[src/rtl/nas_pkg.sv]
package nas_pkg;
    typedef enum logic [1:0] {
        MODE_COUNT = 2'b00,
        MODE_MAC   = 2'b01,
        MODE_EQ    = 2'b10,
        MODE_PASS  = 2'b11
    } nas_mode_e;
endpackage

[src/rtl/nas_ripple_adder.sv]
module nas_ripple_adder #(
    parameter int W = 4
) (
    input  logic [W-1:0] x_i,
    input  logic [W-1:0] y_i,
    input  logic         ci_i,
    output logic [W-1:0] s_o,
    output logic         co_o
);
    logic [W:0] chain;

    assign chain[0] = ci_i;

    for (genvar k = 0; k < W; k++) begin : g_bit
        logic prop;
        logic gen;
        assign prop       = x_i[k] ^ y_i[k];
        assign gen        = x_i[k] & y_i[k];
        assign s_o[k]     = prop ^ chain[k];
        assign chain[k+1] = gen | (prop & chain[k]);
    end

    assign co_o = chain[W];
endmodule

[src/rtl/nas_submode_ctl.sv]
module nas_submode_ctl
    import nas_pkg::*;
#(
    parameter int W           = 4,
    parameter bit FIRST_SLICE = 1'b1
) (
    input  nas_mode_e    mode_i,
    input  logic         ctl_bit_i,
    input  logic [W-1:0] a_i,
    input  logic [W-1:0] b_i,
    input  logic         cin_i,
    input  logic [W-1:0] count_q_i,
    output logic [W-1:0] add_x_o,
    output logic [W-1:0] add_y_o,
    output logic         add_ci_o,
    input  logic [W-1:0] add_s_i,
    input  logic         add_co_i,
    output logic [W-1:0] f_o,
    output logic         cout_o
);
    logic         cin_eff;
    logic [W-1:0] diff_bits;
    logic         mismatch;

    if (FIRST_SLICE) begin : g_first
        assign cin_eff = 1'b0;
    end else begin : g_chained
        assign cin_eff = cin_i;
    end

    assign diff_bits = a_i ^ b_i;
    assign mismatch  = |diff_bits;

    // Operand selection for the shared carry chain
    always_comb begin
        add_x_o  = '0;
        add_y_o  = '0;
        add_ci_o = 1'b0;
        unique case (mode_i)
            MODE_COUNT: begin
                add_x_o  = count_q_i;
                add_y_o  = ctl_bit_i ? '0 : '1;  // minus one as all-ones
                add_ci_o = ctl_bit_i;
            end
            MODE_MAC: begin
                add_x_o  = a_i;
                add_y_o  = ctl_bit_i ? b_i : '0;
                add_ci_o = cin_i;
            end
            default: begin
                add_x_o  = '0;
                add_y_o  = '0;
                add_ci_o = 1'b0;
            end
        endcase
    end

    // Result and carry-out selection
    always_comb begin
        f_o    = '0;
        cout_o = 1'b0;
        unique case (mode_i)
            MODE_COUNT: begin
                f_o    = add_s_i;
                cout_o = ctl_bit_i ? add_co_i : ~add_co_i;
            end
            MODE_MAC: begin
                f_o    = add_s_i;
                cout_o = add_co_i;
            end
            MODE_EQ: begin
                f_o    = diff_bits;
                cout_o = mismatch | cin_eff;
            end
            default: begin
                f_o    = a_i;
                cout_o = 1'b0;
            end
        endcase
    end
endmodule

[src/rtl/nas_out_reg.sv]
module nas_out_reg #(
    parameter int W = 4
) (
    input  logic         clk,
    input  logic         rst_i,
    input  logic         en_i,
    input  logic [W-1:0] d_i,
    output logic [W-1:0] q_o
);
    typedef struct packed {
        logic [W-1:0] val;
    } reg_state_t;

    reg_state_t st_d;
    reg_state_t st_q;

    always_comb begin
        st_d = st_q;
        if (rst_i) begin
            st_d.val = '0;
        end else if (en_i) begin
            st_d.val = d_i;
        end
    end

    always_ff @(posedge clk) begin
        st_q <= st_d;
    end

    assign q_o = st_q.val;


    reset_clear_chk: assert property (@(posedge clk) rst_i |=> (q_o == '0));


    hold_when_idle_chk: assert property (@(posedge clk) disable iff (rst_i)
        (!en_i) |=> $stable(q_o));


    load_on_enable_chk: assert property (@(posedge clk) disable iff (rst_i)
        en_i |=> (q_o == $past(d_i)));
endmodule

[src/rtl/nib_arith_slice.sv]
module nib_arith_slice
    import nas_pkg::*;
#(
    parameter int NIB_W       = 4,
    parameter bit FIRST_SLICE = 1'b1
) (
    input  logic             clk,
    input  logic             rst_sync,
    input  logic             clk_en,
    input  logic [1:0]       mode_sel,
    input  logic [NIB_W:0]   a_in,
    input  logic [NIB_W-1:0] b_in,
    input  logic             carry_in,
    output logic [NIB_W-1:0] f_comb,
    output logic [NIB_W-1:0] f_reg,
    output logic             carry_out
);
    localparam int CTL_IDX = NIB_W;

    nas_mode_e        mode;
    logic [NIB_W-1:0] add_x;
    logic [NIB_W-1:0] add_y;
    logic             add_ci;
    logic [NIB_W-1:0] add_s;
    logic             add_co;

    assign mode = nas_mode_e'(mode_sel);

    nas_submode_ctl #(
        .W           (NIB_W),
        .FIRST_SLICE (FIRST_SLICE)
    ) u_ctl (
        .mode_i    (mode),
        .ctl_bit_i (a_in[CTL_IDX]),
        .a_i       (a_in[NIB_W-1:0]),
        .b_i       (b_in),
        .cin_i     (carry_in),
        .count_q_i (f_reg),
        .add_x_o   (add_x),
        .add_y_o   (add_y),
        .add_ci_o  (add_ci),
        .add_s_i   (add_s),
        .add_co_i  (add_co),
        .f_o       (f_comb),
        .cout_o    (carry_out)
    );

    nas_ripple_adder #(
        .W (NIB_W)
    ) u_chain (
        .x_i  (add_x),
        .y_i  (add_y),
        .ci_i (add_ci),
        .s_o  (add_s),
        .co_o (add_co)
    );

    nas_out_reg #(
        .W (NIB_W)
    ) u_reg (
        .clk   (clk),
        .rst_i (rst_sync),
        .en_i  (clk_en),
        .d_i   (f_comb),
        .q_o   (f_reg)
    );


    count_wrap_flag_chk: assert property (@(posedge clk) disable iff (rst_sync)
        (mode == MODE_COUNT) |->
            (carry_out == (a_in[CTL_IDX] ? (f_comb == '0) : (f_comb == '1))));


    eq_mismatch_chk: assert property (@(posedge clk) disable iff (rst_sync)
        (mode == MODE_EQ && a_in[NIB_W-1:0] != b_in) |-> carry_out);


    pass_through_chk: assert property (@(posedge clk) disable iff (rst_sync)
        (mode == MODE_PASS) |-> (!carry_out && f_comb == a_in[NIB_W-1:0]));

    if (FIRST_SLICE) begin : g_first_chk

        first_cin_ignored_chk: assert property (@(posedge clk) disable iff (rst_sync)
            (mode == MODE_EQ && a_in[NIB_W-1:0] == b_in) |-> !carry_out);
    end
endmodule

[config.mk]
export PLATFORM = sky130hd
export DESIGN_NAME = nib_arith_slice
export DESIGN_NICKNAME = d
export VERILOG_FILES = /design/src/rtl/nas_pkg.sv /design/src/rtl/nas_ripple_adder.sv /design/src/rtl/nas_submode_ctl.sv /design/src/rtl/nas_out_reg.sv /design/src/rtl/nib_arith_slice.sv
export SDC_FILE = /design/constraint.sdc
export NUM_CORES = 1
export LEC_CHECK = 0
export ABC_AREA = 1
export BUFFER_PORTS_ARGS = -buffer_cell sky130_fd_sc_hd__buf_2
export CAP_MARGIN = 40
export CORE_ASPECT_RATIO = 1.75
export CORE_MARGIN = 2
export CORE_UTILIZATION = 25
export DETAILED_ROUTE_END_ITERATION = 7
export PLACE_DENSITY = 0.56
export REMOVE_ABC_BUFFERS = 1
export SLEW_MARGIN = 40
export SYNTH_ARGS = -nofsm -noshare
export SYNTH_HDL_FRONTEND = slang
export SYNTH_HIERARCHICAL = 1
export SYNTH_SLANG_ARGS = --single-unit
export TNS_END_PERCENT = 30
[constraint.sdc]
create_clock -name clk -period 4 [get_ports clk]
set_input_delay 0 -clock clk [delete_from_list [all_inputs] [get_ports clk]]
set_output_delay 0 -clock clk [all_outputs]
set_load 0.02 [all_outputs]
Word-level counts from Yosys, hierarchy flattened
Cells that the tools add are included.

Output and inout bits: 9. Bits in registers: 4. Word-level logic and storage cells: 36.

Reductions and logical operators: 3. Bitwise operators: 22. Multiplexer cells: 8. Eq/ne operators: 2.

Operators by type and width (count): 4-bit case mux with 2 select lines (3); 1-bit AND (8); 4-bit 2-to-1 mux (2); 1-bit XOR (8); 1-bit bitwise OR (4); 4-bit OR reduction (1); 4-bit XOR (1); 1-bit case mux with 3 select lines (1); 2-bit by 1-bit equality test with 1-bit output (second input constant) (1); 2-bit equality test (second input constant) (1); 2-bit logical NOT (1); 1-bit case mux with 2 select lines (1); 2-bit OR reduction (1); 1-bit 2-to-1 mux (1); 1-bit inverter (1).

Longest topological paths before layout
Depth after elaboration: 14. Gate-level depth with buffers: 19. Mapped depth without buffers: 19.

By module
The synthesis kept the hierarchy.

Modules (own cells, without submodules): nas_submode_ctl (sequential area each 0.0 um2, times used 1, cells an instance 60, area an instance 277.8 um2); nas_out_reg (sequential area each 80.1 um2, times used 1, cells an instance 26, area an instance 172.7 um2); nas_ripple_adder (sequential area each 0.0 um2, times used 1, cells an instance 14, area an instance 117.6 um2).

Worst setup path before layout
OpenSTA, ideal clock, no wires.

Path type: reg-to-reg. Start point: register u_reg.st_q, in the netlist u_reg/q_o[0]. End point: register u_reg.st_q, in the netlist u_reg/q_o[3]. Required time: 3.887 ns. Slack: 1.361 ns. Data arrival time: 2.526 ns. Cell stages (with the launch flop): 17. Setup time: 0.113 ns. Period minus slack after synthesis: 2.639 ns. Cell sequence: dfxtp_1 nand2_1 o21ai_1 inv_1 fa_1 inv_1 fa_1 fa_1 inv_1 fa_1 inv_1 a22oi_1 o21ai_1 inv_1 nand2_1 nand2_1 nor2_1.

Cells in the longest elaborated chain, start to end: 10. Elaborated cells between the ends (all ways): 11. Classes of those cells: mux (2); bitwise (9).

Ends and longest elaborated chain: start, declared (RTL line nas_out_reg.sv:15) `reg_state_t st_q;`; start signal, assigned (RTL line nas_out_reg.sv:27) `st_q <= st_d;`; 4-bit case mux with 2 select lines (*) (RTL line nas_submode_ctl.sv:39) `unique case (mode_i)`; via add_x[0] (RTL line nib_arith_slice.sv:21) `logic [NIB_W-1:0] add_x;`; 1-bit XOR (RTL line nas_ripple_adder.sv:17) `assign prop = x_i[k] ^ y_i[k];`; 1-bit AND (RTL line nas_ripple_adder.sv:20) `assign chain[k+1] = gen | (prop & chain[k]);`; 1-bit bitwise OR (*) (RTL line nas_ripple_adder.sv:20); 1-bit AND (*) (RTL line nas_ripple_adder.sv:20); 1-bit bitwise OR (*) (RTL line nas_ripple_adder.sv:20); 1-bit AND (*) (RTL line nas_ripple_adder.sv:20); 1-bit bitwise OR (*) (RTL line nas_ripple_adder.sv:20); 1-bit XOR (*) (RTL line nas_ripple_adder.sv:19) `assign s_o[k] = prop ^ chain[k];`; via add_s[3] (RTL line nib_arith_slice.sv:24) `logic [NIB_W-1:0] add_s;`; 4-bit case mux with 2 select lines (*) (RTL line nas_submode_ctl.sv:62) `unique case (mode_i)`; via f_comb[3] (RTL line nib_arith_slice.sv:14) `output logic [NIB_W-1:0] f_comb,`.

Mark *: on every way through the listed nets, which the timed path passes. The rest lies on a longest branch. A chain may end at the register's enable or synchronous reset.

Worst setup path in the final report
Start point: register u_reg.st_q, in the netlist u_reg/q_o[0]. End point: output f_comb[3].

Cells in the longest elaborated chain, start to end: 10. Elaborated cells between the ends (all ways): 11. Classes of those cells: mux (2); bitwise (9).

Ends and longest elaborated chain (RTL line): 4-bit case mux with 2 select lines (*) (nas_submode_ctl.sv:39); via add_x[0] (nib_arith_slice.sv:21); 1-bit XOR (nas_ripple_adder.sv:17); 1-bit AND (nas_ripple_adder.sv:20); 1-bit bitwise OR (*) (nas_ripple_adder.sv:20); 1-bit AND (*) (nas_ripple_adder.sv:20); 1-bit bitwise OR (*) (nas_ripple_adder.sv:20); 1-bit AND (*) (nas_ripple_adder.sv:20); 1-bit bitwise OR (*) (nas_ripple_adder.sv:20); 1-bit XOR (*) (nas_ripple_adder.sv:19); via add_s[3] (nib_arith_slice.sv:24); 4-bit case mux with 2 select lines (*) (nas_submode_ctl.sv:62); end, declared (nib_arith_slice.sv:14).

Marked as above.

==> summary.md <==
| Metric | Value |
|---|---|
| Antenna-violating nets left | `0` |
| Post-synthesis simple-gate area fraction | `35.0%` |
| Diode count | `0` |
| CP max stage delay | `0.47 ns` |
| Commonest non-fill, non-tap cell in the layout | `nand2_1` |
| CP Launch Type | `flop` |
| Max cap viols | `0` |
| Proportion of layout cells with a drive suffix above 1 | `27.2%` |
| Post CTS Setup Buffer Count | `0` |
| Post-synthesis compound-gate area fraction | `17.6%` |
| Clock period minus worst slack | `2.65 ns` |
| Max IR drop VDD | `149 µV` |
| DRC viols | `0` |
| Initial Utilization | `26.8%` |
| DRT Wirelength | `1480 µm` |
| Post-synthesis mux area share | `0%` |
| Worst Tran Pin Value | `0.298 ns` |
| CTS resizes | `0` |
| Slew Limit Fails | `0` |
| WL/cell | `9.95 µm` |
| Root Buffer | `clkbuf_4` |
| Core ar. | `2120 µm²` |
| First-pass GRT wire length | `2580 µm` |
| CP endpoint kind | `primary output` |
| Clock latency on the worst-skew pair | `0.23 ns` |
| Worst hold path class | `in -> reg` |
| CTS Sinks | `4` |
| Std cell rows | `22` |
| Crit path kind | `reg -> out` |
| Worst reg2reg setup slack | `1.45 ns` |
| CTS Buf Count | `3` |
| Gp weighted congestion | `0.801` |
| Worst clock skew | `0.000746 ns` |
| Arrival @ worst endpoint | `2.65 ns` |
| P_leak | `0.432 nW` |
| Initial antenna violation count | `0` |
| Post-synthesis cell type count | `14` |
| Post-synthesis register bit count | `4` |
| Reg-to-Reg Start | `u_reg/q_o[0]` |
| Synthesized-area fraction occupied by adder cells | `14.1%` |
| Largest net degree at the start of global routing | `10` |
| Power per Cell Area | `245 nW/µm²` |
| IO buf count | `23` |
| Gr ovfl total | `0` |
| Via count | `658` |
| Drt first-iter violations | `13` |
| Ports | `24` |
| RSZ-0062 raised after global routing | `no` |
| Synth Area per Inst | `5.68 µm²` |
| Htree depth | `1` |
| Max FO, Critical Path | `3` |
| Total GRT Usage | `13.3%` |
| Hold path startpoint | `rst_sync` |
| Cells after Synth | `100` |
| Vias in the first global route | `689` |
| Number of synthesis warnings | `6` |
| Area growth from synthesis to layout | `27.5%` |
| CTS tree | `yes` |
| Final Hold Vio Count | `0` |
| Xor and xnor area share after synthesis | `0%` |
| Nets | `146` |
| Clock slew at reported path FFs | `0.04 ns` |
| Worst EP required | `4.00 ns` |
| CP delay by family, top | `adder cells` |
| Dpl hpwl | `1270 µm` |
| Largest family of logic cells by synthesized area | `simple AND/OR/NAND/NOR gates` |
| Die ar. | `2680 µm²` |
| Critical Path Source | `u_reg/q_o[0]` |
| Max-slew headroom | `80.0%` |
| Crit share post-route | `66.3%` |
| FMAX | `377 MHz` |
| Final setup vio count | `0` |
| CTS Buffer Depth | `2` |
| Synthesized cell area | `568 µm²` |
| DR pass1 iterations | `4` |
| Largest register FFs | `4` |
| Post-synthesis sequential area ratio | `14.1%` |
| Crit-path slowest cell | `fa_1` |
| Pwr Total | `0.177 mW` |
| Drt via density | `4.42` |
| Most frequent cells in the layout | `nand2_1 (33), buf_2 (23), inv_1 (22), nor2_1 (9), o21ai_1 (8)` |
| Worst Path Buf+Inv | `5` |
| Die width | `40.0 µm` |
| Die Ht | `67.1 µm` |
| Status | `finished clean` |
| Setup_tns | `0 ns` |
| Cts hold-fix bufs | `0` |
| CP Cell Sequence | `nand2_1 -> o21ai_1 -> inv_1 -> fa_1 -> inv_1 -> fa_1 -> fa_1 -> inv_1 -> fa_1 -> inv_1 -> a22oi_1 -> o21ai_1 -> buf_2` |
metrics by stage:
stage          utilization [%]  hold WS, ns  instance area, µm²  setup WS [ns]  cells
6_report                  34.2       0.0354                 724           1.35    149
2_1_floorplan                -        0.135                 557           1.36     99
3_3_place_gp              33.1        0.269                 702           1.25    146
5_1_grt                   34.2       0.0390                 724           1.14    149
3_5_place_dp              33.1        0.272                 702           1.21    146
4_1_cts                   34.2       0.0257                 724           1.32    149
layout make-up:
class | count | area, µm²
Fill cell | 230 | 1400
Timing Repair Buffer | 23 | 115
Clock buffer | 3 | 22.5
Tap cell | 24 | 30.0
Inverter | 26 | 97.6
Sequential cell | 4 | 80.1
Multi-Input combinational cell | 69 | 379
power breakdown:
part	total [mW]	internal [mW]	switching, mW
registers	0.0459	0.0435	0.00239
clock network	0.0489	0.0335	0.0154
logic	0.0824	0.0299	0.0525
cells in the mapped netlist:
cell     count  area [µm²]
a22oi_1      4        30.0
buf_6        1        11.3
dfxtp_1      4        80.1
fa_1         4        80.1
inv_1       22        82.6
inv_2        4        15.0
nand2_1     33         124
nand2_2      1        6.26
nand3_1      2        10.0
nor2_1       9        33.8
nor2_2       3        18.8
o21ai_1      8        40.0
o31ai_1      4        30.0
or2_1        1        6.26
tightest hold or removal path, delay by kind of cell:
| family | cells | cell delay, ns |
|---|---|---|
| simple gates | 2 | 0.09 |
| buf+inv | 2 | 0.13 |
per-layer routing:
metal / vias to the layer above / track usage, % / part of all wire [%]
met5: - / 0 / 0
met4: 0 / 5.17 / 1.1
met3: 2 / 0 / 4.5
met2: 20 / 24.8 / 56
met1: 284 / 14.5 / 38
li1: 352 / - / -
logic make-up (layout without fill, tap and decap cells):
group	Yosys count	in the layout
adders and majority gates	4	4
buffers and inverters	27	52
DFF	4	4
AOI/OAI and AO/OA	16	16
and+or+nand+nor	49	49
path summary, 6_finish.rpt:
kind | endpoint | cells past startpoint
max reg2reg | u_reg/q_o[3] | 16
min reg2reg | u_reg/q_o[0] | 2
min | u_reg/q_o[0] | 4
max | f_comb[3] | 13
Note: power is estimated with default switching activity, not from simulation.
